==> src/rtl/bw_mult_pkg.sv <==
package bw_mult_pkg;

    // True when exactly one of the two factor indices is the sign position:
    // such a partial-product term enters the array inverted.
    function automatic bit is_cross_term(input int i, input int j, input int n);
        return (i == n - 1) != (j == n - 1);
    endfunction

    // Correction constant: ones at weight n and weight 2n-1.
    function automatic bit is_const_one(input int k, input int n);
        return (k == n) || (k == 2 * n - 1);
    endfunction

endpackage

==> src/rtl/bw_fa_cell.sv <==
module bw_fa_cell (
    input  logic a,
    input  logic b,
    input  logic ci,
    output logic s,
    output logic co
);
    assign s  = a ^ b ^ ci;
    assign co = (a & b) | (a & ci) | (b & ci);
endmodule

==> src/rtl/bw_pp_row.sv <==
module bw_pp_row #(
    parameter int N = 5,
    parameter int J = 0
) (
    input  logic [N-1:0] a,
    input  logic         x_bit,
    output logic [N-1:0] pp
);
    import bw_mult_pkg::*;

    for (genvar i = 0; i < N; i++) begin : g_term
        if (is_cross_term(i, J, N)) begin : g_nand
            assign pp[i] = ~(a[i] & x_bit);
        end else begin : g_and
            assign pp[i] = a[i] & x_bit;
        end
    end
endmodule

==> src/rtl/bw_ripple_add.sv <==
module bw_ripple_add #(
    parameter int W = 10
) (
    input  logic [W-1:0] op_a,
    input  logic [W-1:0] op_b,
    output logic [W-1:0] sum
);
    logic [W-1:0] carry;

    assign carry[0] = 1'b0;
    for (genvar k = 0; k < W; k++) begin : g_bit
        if (k == W - 1) begin : g_top
            assign sum[k] = op_a[k] ^ op_b[k] ^ carry[k];
        end else begin : g_fa
            bw_fa_cell fa_i (
                .a (op_a[k]),
                .b (op_b[k]),
                .ci(carry[k]),
                .s (sum[k]),
                .co(carry[k+1])
            );
        end
    end
endmodule

==> src/rtl/bw_csa_row.sv <==
module bw_csa_row #(
    parameter int N   = 5,
    parameter int J   = 0,
    parameter bit REG = 1'b1
) (
    input  logic           clk,
    input  logic           rst_n,
    input  logic           vld_i,
    input  logic [N-1:0]   a_i,
    input  logic [N-1:0]   x_i,
    input  logic [2*N-1:0] sum_i,
    input  logic [2*N-1:0] cry_i,
    output logic           vld_o,
    output logic [N-1:0]   a_o,
    output logic [N-1:0]   x_o,
    output logic [2*N-1:0] sum_o,
    output logic [2*N-1:0] cry_o
);
    localparam int W = 2 * N;

    logic [N-1:0] pp;
    logic [W-1:0] addend;
    logic [W-1:0] sum_n;
    logic [W-1:0] cry_n;

    bw_pp_row #(.N(N), .J(J)) pp_i (
        .a    (a_i),
        .x_bit(x_i[J]),
        .pp   (pp)
    );

    for (genvar k = 0; k < W; k++) begin : g_place
        if (k >= J && k < J + N) begin : g_pp
            assign addend[k] = pp[k-J];
        end else begin : g_zero
            assign addend[k] = 1'b0;
        end
    end

    assign cry_n[0] = 1'b0;
    for (genvar k = 0; k < W; k++) begin : g_cell
        if (k == W - 1) begin : g_top
            assign sum_n[k] = sum_i[k] ^ cry_i[k] ^ addend[k];
        end else begin : g_fa
            bw_fa_cell fa_i (
                .a (sum_i[k]),
                .b (cry_i[k]),
                .ci(addend[k]),
                .s (sum_n[k]),
                .co(cry_n[k+1])
            );
        end
    end

    if (REG) begin : g_reg
        always_ff @(posedge clk or negedge rst_n) begin
            if (!rst_n) begin
                vld_o <= 1'b0;
                a_o   <= '0;
                x_o   <= '0;
                sum_o <= '0;
                cry_o <= '0;
            end else begin
                vld_o <= vld_i;
                a_o   <= a_i;
                x_o   <= x_i;
                sum_o <= sum_n;
                cry_o <= cry_n;
            end
        end

        // the registered carry-save pair holds last cycle's total plus this row's terms
        assert_row_total_R8: assert property (@(posedge clk) disable iff (!rst_n)
            $past(rst_n) |-> (W'(sum_o + cry_o) == $past(W'(sum_i + cry_i + addend))));
    end else begin : g_comb
        assign vld_o = vld_i;
        assign a_o   = a_i;
        assign x_o   = x_i;
        assign sum_o = sum_n;
        assign cry_o = cry_n;

        // the cell outputs carry the incoming total plus this row's terms
        assert_row_total_R8: assert property (@(posedge clk) disable iff (!rst_n)
            W'(sum_o + cry_o) == W'(sum_i + cry_i + addend));
    end
endmodule

==> src/rtl/bw_array_mult.sv <==
module bw_array_mult #(
    parameter int N         = 5,
    parameter bit PIPELINED = 1'b1
) (
    input  logic           clk,
    input  logic           rst_n,
    input  logic           in_valid,
    input  logic [N-1:0]   a_in,
    input  logic [N-1:0]   b_in,
    output logic           out_valid,
    output logic [2*N-1:0] product
);
    import bw_mult_pkg::*;

    localparam int W = 2 * N;

    logic [W-1:0] seed;
    logic         vld_s [0:N];
    logic [N-1:0] a_s   [0:N];
    logic [N-1:0] x_s   [0:N];
    logic [W-1:0] sum_s [0:N];
    logic [W-1:0] cry_s [0:N];

    for (genvar k = 0; k < W; k++) begin : g_seed
        assign seed[k] = is_const_one(k, N);
    end

    assign vld_s[0] = in_valid;
    assign a_s[0]   = a_in;
    assign x_s[0]   = b_in;
    assign sum_s[0] = seed;
    assign cry_s[0] = '0;

    for (genvar j = 0; j < N; j++) begin : g_row
        bw_csa_row #(.N(N), .J(j), .REG(PIPELINED)) row_i (
            .clk  (clk),
            .rst_n(rst_n),
            .vld_i(vld_s[j]),
            .a_i  (a_s[j]),
            .x_i  (x_s[j]),
            .sum_i(sum_s[j]),
            .cry_i(cry_s[j]),
            .vld_o(vld_s[j+1]),
            .a_o  (a_s[j+1]),
            .x_o  (x_s[j+1]),
            .sum_o(sum_s[j+1]),
            .cry_o(cry_s[j+1])
        );
    end

    bw_ripple_add #(.W(W)) cpa_i (
        .op_a(sum_s[N]),
        .op_b(cry_s[N]),
        .sum (product)
    );

    assign out_valid = vld_s[N];

    // a zero factor at the array exit yields a zero product
    assert_zero_factor_R6: assert property (@(posedge clk) disable iff (!rst_n)
        (out_valid && (a_s[N] == '0 || x_s[N] == '0)) |-> (product == '0));

    // nonzero factors give a result sign equal to the XOR of operand signs
    assert_sign_R7: assert property (@(posedge clk) disable iff (!rst_n)
        (out_valid && a_s[N] != '0 && x_s[N] != '0)
        |-> (product[W-1] == (a_s[N][N-1] ^ x_s[N][N-1])));

    // most negative squared is +2^(2N-2)
    assert_min_square_R5: assert property (@(posedge clk) disable iff (!rst_n)
        (out_valid && a_s[N] == {1'b1, {(N-1){1'b0}}} && x_s[N] == {1'b1, {(N-1){1'b0}}})
        |-> (product == (W'(1) << (W - 2))));
endmodule

==> config.mk <==
export PLATFORM = sky130hd
export DESIGN_NAME = bw_array_mult
export DESIGN_NICKNAME = d
export VERILOG_FILES = /design/src/rtl/bw_mult_pkg.sv /design/src/rtl/bw_fa_cell.sv /design/src/rtl/bw_pp_row.sv /design/src/rtl/bw_ripple_add.sv /design/src/rtl/bw_csa_row.sv /design/src/rtl/bw_array_mult.sv
export SDC_FILE = /design/constraint.sdc
export NUM_CORES = 1
export LEC_CHECK = 0
export ABC_AREA = 1
export BUFFER_PORTS_ARGS = -buffer_cell sky130_fd_sc_hd__buf_4
export CORE_ASPECT_RATIO = 0.7
export CORE_UTILIZATION = 58
export DETAILED_ROUTE_END_ITERATION = 12
export HOLD_SLACK_MARGIN = 0.12
export PLACE_DENSITY = 0.77
export SETUP_SLACK_MARGIN = 0.05
export SYNTH_ARGS = -nofsm -noshare
export SYNTH_HDL_FRONTEND = slang
export SYNTH_SLANG_ARGS = --single-unit
==> constraint.sdc <==
create_clock -name clk -period 3.08 [get_ports clk]
set_input_delay 0.616 -clock clk [delete_from_list [all_inputs] [get_ports clk]]
set_output_delay 0.616 -clock clk [all_outputs]
set_load 0.1 [all_outputs]
==> flow_metrics.tcl <==
set metrics [dict create \
    status "finished clean" \
    required_ns 2.46 \
    synth_top_area_share 0.758 \
    timing.final.crit_share 0.962 \
    dieHeight_um 63.5 \
    cts.sinks 95 \
    pwr-share-seq 0.455 \
    synth-seq-cells 95 \
    grt_pass1_vias 1324 \
    grt_max_degree 96 \
    io_buffers 23 \
    syn-instance-count 201 \
    num_rows 21 \
    clk_pin_slew_worst_paths_ns 0.09 \
    start_kind "register" \
    holdBufCountCts 0 \
    grtUsageTotal 0.146 \
    internal_power_mw 2.05 \
    antenna_found_initial 0 \
    clock_path_buffers 2 \
    num_antenna_cells 0 \
    clkPwrFrac 0.264 \
    synthTopCellsByArea "dfrtp_1 (76%), fa_1 (9.6%), inv_1 (4.8%)" \
    yosysMostFrequentCell "dfrtp_1" \
    first_iter_violations 43 \
    synth_commonest_cells "dfrtp_1 (95), inv_1 (40), nand2_1 (30), fa_1 (15)" \
    setup_viol 0 \
    clock-root-buffer "clkbuf_8" \
    min_path_type "reg2reg" \
    power_mw 3.14 \
    setup-tns-final_ns 0 \
    synthArstFlopShare 1.00 \
    drc 0 \
    grt_setup_unrepaired "true" \
    die_w_um 89.9 \
    synth_edf_count 0 \
    pin_count 24 \
    insertion_delay_ns 0.35 \
    ys_types 8 \
    crit_arrival_ns 2.35 \
    num_vias 1286 \
    fin_crit_ns 2.96 \
    synth_top_cell_by_area "dfrtp_1" \
    hold_violations 0 \
    max-vdd-ir-drop_mv 0.478 \
    fin_skew_ns 0.0114 \
    totalWireLength_mm 3.25 \
    p_comb_frac 0.281 \
    via_per_inst 4.29 \
    yosysWarnings 0 \
    critPathCaptureType "output port" \
    place_inst 284 \
    switching_share 0.348 \
    cts_max_level 3 \
    wl_per_cell_um 10.8 \
    ys_seq_area_frac 0.758 \
    synth_area_um2 3130 \
    fmax_mhz 337 \
    netSwitchingPower_mw 1.09 \
    hpwlAfterDp_mm 2.12 \
    dieArea_um2 5710 \
    leakage_nw 1.89 \
    syn_nets 238 \
    cts-buffers-inserted 9 \
    syn_to_final_growth_pct 14.3 \
    slew_violations 0 \
    grt_pass1_wl_mm 5.87 \
    start_util 0.628 \
    power_per_cell_area_nw_per_um2 878 \
    cts_tree "built" \
    layout-drive-gt1-share 0.195 \
    critPathKind "reg2out" \
    ys.flop_type "dfrtp_1" \
    fin_util 0.717 \
    firstDrtPassIters 4 \
    core_um2 4990 \
    worstPathMaxFanout 2 \
    nets 263 \
    postRouteAntennaNets 0 \
    post_cts_buffers 0 \
    tightest_slew_ns 1.07 \
    stdcell_count 300 \
    syn_area_per_cell_um2 15.6 \
    gr-total-overflow 0 \
    slew_headroom 0.287 \
    maxCapViolations 0 \
    place.gp.congestion 0.674 \
]
critical path: stages, from the launching register on:
cell     delay, ns
dfrtp_1       0.38
ha_2          0.18
fa_2          0.35
fa_2          0.35
fa_2          0.35
inv_2         0.06
nand3_2       0.07
nand2_2       0.08
buf_12        0.17
flip-flops by register name, indices dropped and copies added (netlist names):
name               cells
g_row.row_i.a_o       20
g_row.row_i.vld_o      5
g_row.row_i.cry_o     20
g_row.row_i.x_o       10
g_row.row_i.sum_o     40
cells in the final DEF (no fill, tap or decap):
cell type	instances
clkbuf_8	9
ha_2	1
nand3_1	1
dfrtp_1	95
ha_1	8
inv_1	39
clkinvlp_4	2
inv_2	1
conb_1	1
fa_1	12
buf_12	2
nand2_1	29
buf_4	21
nand3_2	1
clkinv_2	2
clkbuf_1	1
nand2_2	1
fa_2	3
bufinv_16	2
per-layer routing:
metal	vias to the layer above	part of all wire	GRT usage
li1	616	-	-
met1	638	0.43	0.170
met2	32	0.51	0.230
met3	0	0.057	0.0797
met4	0	0	0.0605
met5	-	0	0
logic make-up after synthesis:
family,share of synthesized area
buffers and inverters,0.0695
and+or+nand+nor,0.0391
DFF,0.758
adders and majority gates,0.132
other,0.00120
power groups by stage:
stage	Sequential [mW]	Clock, mW	Combinational [mW]
2_1_floorplan	1.45	0	0.739
3_3_place_gp	1.45	0	0.815
3_5_place_dp	1.45	0	0.834
4_1_cts	1.43	0.859	0.863
5_1_grt	1.45	0.917	0.928
6_report	1.43	0.830	0.883
final cells by class:
cell class / instances / area, µm²
Inverter: 40 / 150
Tap cell: 69 / 86.3
Multi-Input combinational cell: 57 / 557
Timing Repair Buffer: 23 / 198
Clock buffer: 10 / 128
Fill cell: 334 / 1410
Clock inverter: 6 / 85.1
Sequential cell: 95 / 2380
through the flow:
| step | hold WS, ns | area, µm² | worst slack [ns] |
|---|---|---|---|
| 2_1_floorplan | 0.320 | 3140 | 0.0510 |
| 3_3_place_gp | 0.332 | 3330 | 0.0639 |
| 3_5_place_dp | 0.335 | 3330 | -0.00162 |
| 4_1_cts | 0.351 | 3570 | 0.0631 |
| 5_1_grt | 0.331 | 3580 | 0.0115 |
| 6_report | 0.348 | 3580 | 0.116 |
final timing paths:
check | startpoint | end | slack, ns | depth (start not counted)
min in group asynchronous | rst_n | g_row[1].row_i.vld_o | 0.48 | 1
worst max register to register | g_row[3].row_i.x_o[4] | g_row[4].row_i.sum_o[7] | 1.85 | 4
worst min-delay path | g_row[2].row_i.sum_o[9] | g_row[3].row_i.sum_o[9] | 0.35 | 0
max in group asynchronous | rst_n | g_row[3].row_i.a_o[3] | 1.94 | 1
worst max-delay path | g_row[4].row_i.sum_o[5] | product[9] | 0.12 | 8
worst min register to register | g_row[2].row_i.sum_o[9] | g_row[3].row_i.sum_o[9] | 0.35 | 0
timing repair:
action	in CTS	in global routing
pin swaps	4	0
setup endpoints to repair	2	2
gates resized for setup	8	4
(Power assumes the default switching activity.)
